File: config.mk
export PLATFORM = sky130hd
export DESIGN_NAME = dbg_break_ctrl
export DESIGN_NICKNAME = d
export VERILOG_FILES = /design/src/rtl/dbg_break_ctrl.sv
export SDC_FILE = /design/constraint.sdc
export NUM_CORES = 1
export LEC_CHECK = 0
export ABC_AREA = 1
export BUFFER_PORTS_ARGS = -buffer_cell sky130_fd_sc_hd__buf_2
export CELL_PAD_IN_SITES_DETAIL_PLACEMENT = 1
export CELL_PAD_IN_SITES_GLOBAL_PLACEMENT = 2
export CORE_MARGIN = 1.5
export CORE_UTILIZATION = 36
export DETAILED_ROUTE_END_ITERATION = 8
export PLACE_DENSITY_LB_ADDON = 0.1
export SLEW_MARGIN = 5
export SYNTH_ARGS = -nofsm -noshare
export SYNTH_HDL_FRONTEND = slang
export SYNTH_SLANG_ARGS = --single-unit
File: constraint.sdc
create_clock -name clk -period 6.7 [get_ports clk]
set_input_delay 1.005 -clock clk [delete_from_list [all_inputs] [get_ports clk]]
set_output_delay 1.005 -clock clk [all_outputs]
set_load 0.005 [all_outputs]
File: src/rtl/dbg_break_ctrl.sv
module dbg_break_ctrl #(
  parameter int BREAK_CYCLES = 4096,
  parameter int BIT_W        = 12,
  parameter int CHAR_BITS    = 10,
  parameter int MIN_LOW_CLKS = 512
) (
  input  logic             clk,
  input  logic             rst_n,
  input  logic             line_in,
  input  logic             frame_err,
  input  logic             tx_collision,
  input  logic             abd_valid,
  input  logic [BIT_W-1:0] abd_bit_clks,
  input  logic             clk_switch,
  output logic             line_pull_low,
  output logic             cmd_abort,
  output logic             abd_reset,
  output logic             dbg_reset
);
  localparam int BRK_W = $clog2(BREAK_CYCLES + 1);
  localparam int LOW_W = BIT_W + $clog2(CHAR_BITS + 1) + 1;

  logic [BRK_W-1:0] brk_cnt;
  logic [LOW_W-1:0] low_cnt;
  logic [LOW_W-1:0] low_limit;
  logic             err, trig, low_seen, host_hit;

  assign err       = frame_err | tx_collision;
  assign trig      = err | (clk_switch & abd_valid);
  assign low_limit = abd_valid ? LOW_W'(abd_bit_clks) * LOW_W'(CHAR_BITS)
                               : LOW_W'(MIN_LOW_CLKS);
  assign low_seen  = !line_in && !line_pull_low;
  assign host_hit  = low_seen && (low_cnt >= low_limit) && !dbg_reset;

  assign line_pull_low = (brk_cnt != '0);

  always_ff @(posedge clk) begin
    if (!rst_n) begin
      brk_cnt   <= '0;
      low_cnt   <= '0;
      cmd_abort <= 1'b0;
      abd_reset <= 1'b0;
      dbg_reset <= 1'b0;
    end else begin
      if (trig)
        brk_cnt <= BRK_W'(BREAK_CYCLES);
      else if (brk_cnt != '0)
        brk_cnt <= brk_cnt - 1'b1;

      if (!low_seen)
        low_cnt <= '0;
      else if (low_cnt < low_limit)
        low_cnt <= low_cnt + 1'b1;

      if (line_in)
        dbg_reset <= 1'b0;
      else if (host_hit)
        dbg_reset <= 1'b1;

      cmd_abort <= err;
      abd_reset <= trig | host_hit;
    end
  end
endmodule


==> out/metrics.cfg <==
[status]
outcome=complete, no violations

[floorplanning]
ioPinCount=23
fp.dieW_um=88.52
rows=30
coreArea_um2=6944
initial_core_util=0.3791
die_height_um=88.52
die-area_um2=7835

[critical_path]
cp.required_ns=6.92
end_kind=flip-flop
critPathKind=in -> reg
worst-endpoint-arrival_ns=4.21
cp_max_fo=15
start_kind=input pin
ff2ff_setup_slack_ns=4.70

[global_routing]
grt_pass1_vias=2626
antenna_found_initial=0
grt_pass1_wl_mm=11.74
grt_use_total=0.1928
grt_max_degree=16
grt_overflow_total=0

[route]
routed-wl-met2_mm=3.181
wl_met1_mm=3.359
routed_via_density=5.002
wl_met3_um=177
ant_nets=0
wirelength_mm=6.799
drt-initial-drc-count=61
vias=2591
routedWlPerCell_um=13.13
highest_layer=met4
first_pass_iters=4
drc=0

[timing]
slew_headroom=0.5952
finClkSkew_ns=0.007331
min_period_ns=3.985
hold_violations=0
setup_viol=0
fmax_mhz=250.9
rsz0062_at_grt=no
worstMarginPinSlew_ns=0.6025
finalCritPeriodShare=0.5948
finalMaxSlewViolations=0
fin_setup_tns_ns=0

[layout]
diodes=0
finalNetCount=478
fin_cells=518
syn2layout_area_growth_pct=10.88
drive_gt1_frac=0.09953

[placed_design]
dpl.hpwl_mm=5.643
io_buffers=22
dp.cells=510
place.gp.congestion=0.8260

[clock_tree]
cts-htree-levels=2
cts_buffer_depth=2
cts_sinks=33
root_buffer=clkbuf_8
clkSlewWorstSetupHoldPaths_ns=0.07
cts_tree=yes
cts_setup_buffers=0
cts_hold_buf=0
cts_resized=0
clk_latency_ns=0.29
cts_buffers=5

[yosys]
seq_area_frac_synth=0.2510
syn-cell-area_um2=2633
syn_inst=396
yosys.area.top_type=dfxtp_1
yosys-top-cells-area=dfxtp_1, ha_1, nand2_1
yosysWarnings=0
synth.distinct_cells=31
ys_seq_elements=33
synth_top_area_share=0.2510
avgSynthCellArea_um2=6.648
synthesis.nets=453

[pwr]
powerDensity_nw_per_um2=176.8
ir_drop_v=0.0001198
power_leakage_nw=1.425
power.total_mw=0.5162

[job]
drv_cap=0

[hold_path]
hold_path_class=reg -> reg

## where the power goes
group | switching (mW) | internal, mW | leakage (nW)
Combinational | 0.0999 | 0.0586 | 1.11
Clock | 0.0797 | 0.0717 | 0.0439
Sequential | 0.00464 | 0.202 | 0.268
Total | 0.184 | 0.332 | 1.42
## logic make-up after synthesis
| logic type | Yosys count | share of synthesized area |
|---|---|---|
| and+or+nand+nor | 199 | 0.3294 |
| DFF | 33 | 0.2509 |
| buffers and inverters | 58 | 0.08840 |
| xor gates and xnor gates | 3 | 0.009983 |
| AOI/OAI and AO/OA | 65 | 0.1378 |
| adders and majority gates | 38 | 0.1835 |
## cells in the final DEF, fill, tap and decap left out, drive strengths merged
cell type,n
nand4,5
xor2,2
a21oi,35
nand3,21
ha,37
or2,1
nand3b,2
a31oi,1
o2111ai,1
clkinv,2
nor3,14
dfxtp,33
nand2,97
fa,1
clkbuf,5
inv,54
clkinvlp,1
o21bai,5
xnor2,1
a21o,3
nor3b,3
buf,22
o21ai,18
a211oi,2
nor2,56
## per-layer routing
layer / GRT usage / vias to the layer above
met5: 0 / -
met4: 0.05256 / 0
met3: 0.02239 / 7
met2: 0.3359 / 39
met1: 0.2526 / 1195
li1: - / 1350
## metrics by stage
stage | instance area [µm²] | utilization | worst slack, ns | hold slack, ns
floorplan | 2633 | - | 3.034 | 0.4469
global placement | 2833 | 0.4079 | 2.423 | 0.4742
detailed placement | 2833 | 0.4079 | 2.348 | 0.4837
CTS | 2919 | 0.4204 | 2.648 | 0.4972
global route | 2919 | 0.4204 | 2.218 | 0.5172
finish | 2919 | 0.4204 | 2.715 | 0.4822
## layout make-up
cell class	instances	area, µm²
Clock buffer	5	68.82
Multi-Input combinational cell	305	1739
Inverter	54	202.7
Fill cell	947	4025
Sequential cell	33	660.6
Timing Repair Buffer	22	110.1
Tap cell	96	120.1
Clock inverter	3	17.52
## synth_stat cells, drive strengths merged
| library cell | number |
|---|---|
| dfxtp | 33 |
| or2 | 1 |
| fa | 1 |
| nor2 | 56 |
| a31oi | 1 |
| nor3 | 14 |
| a211oi | 2 |
| buf | 2 |
| nand2 | 97 |
| o21ai | 18 |
| xor2 | 2 |
| clkbuf | 2 |
| a21o | 3 |
| nand3b | 2 |
| o21bai | 5 |
| nand3 | 21 |
| a21oi | 35 |
| ha | 37 |
| inv | 54 |
| xnor2 | 1 |
| nor3b | 3 |
| o2111ai | 1 |
| nand4 | 5 |
## final timing paths
path	startpoint	cells past startpoint	endpoint
max	abd_bit_clks[3]	18	dbg_reset
min	dbg_reset	2	dbg_reset
max reg2reg	low_cnt[2]	13	low_cnt[11]
min reg2reg	dbg_reset	2	dbg_reset
## worst max-delay path, cell delays in order
cell and delay, ns:
buf_2 0.11, ha_1 0.28, ha_1 0.38, a21oi_1 0.20, o21ai_0 0.10, a21oi_1 0.22, o21ai_0 0.15, a21oi_1 0.13
o21ai_0 0.12, ha_1 0.29, nand2_1 0.07, nor3_2 0.23, nand2_1 0.17, nand2_2 0.25, inv_1 0.16, nand2_1 0.12
nand2_1 0.07, a21oi_1 0.12
## registers in the layout, indices dropped and copies added (netlist names)
signal and flops:
cmd_abort 1, low_cnt 17, abd_reset 1, dbg_reset 1, brk_cnt 13
(Power assumes the default switching activity.)
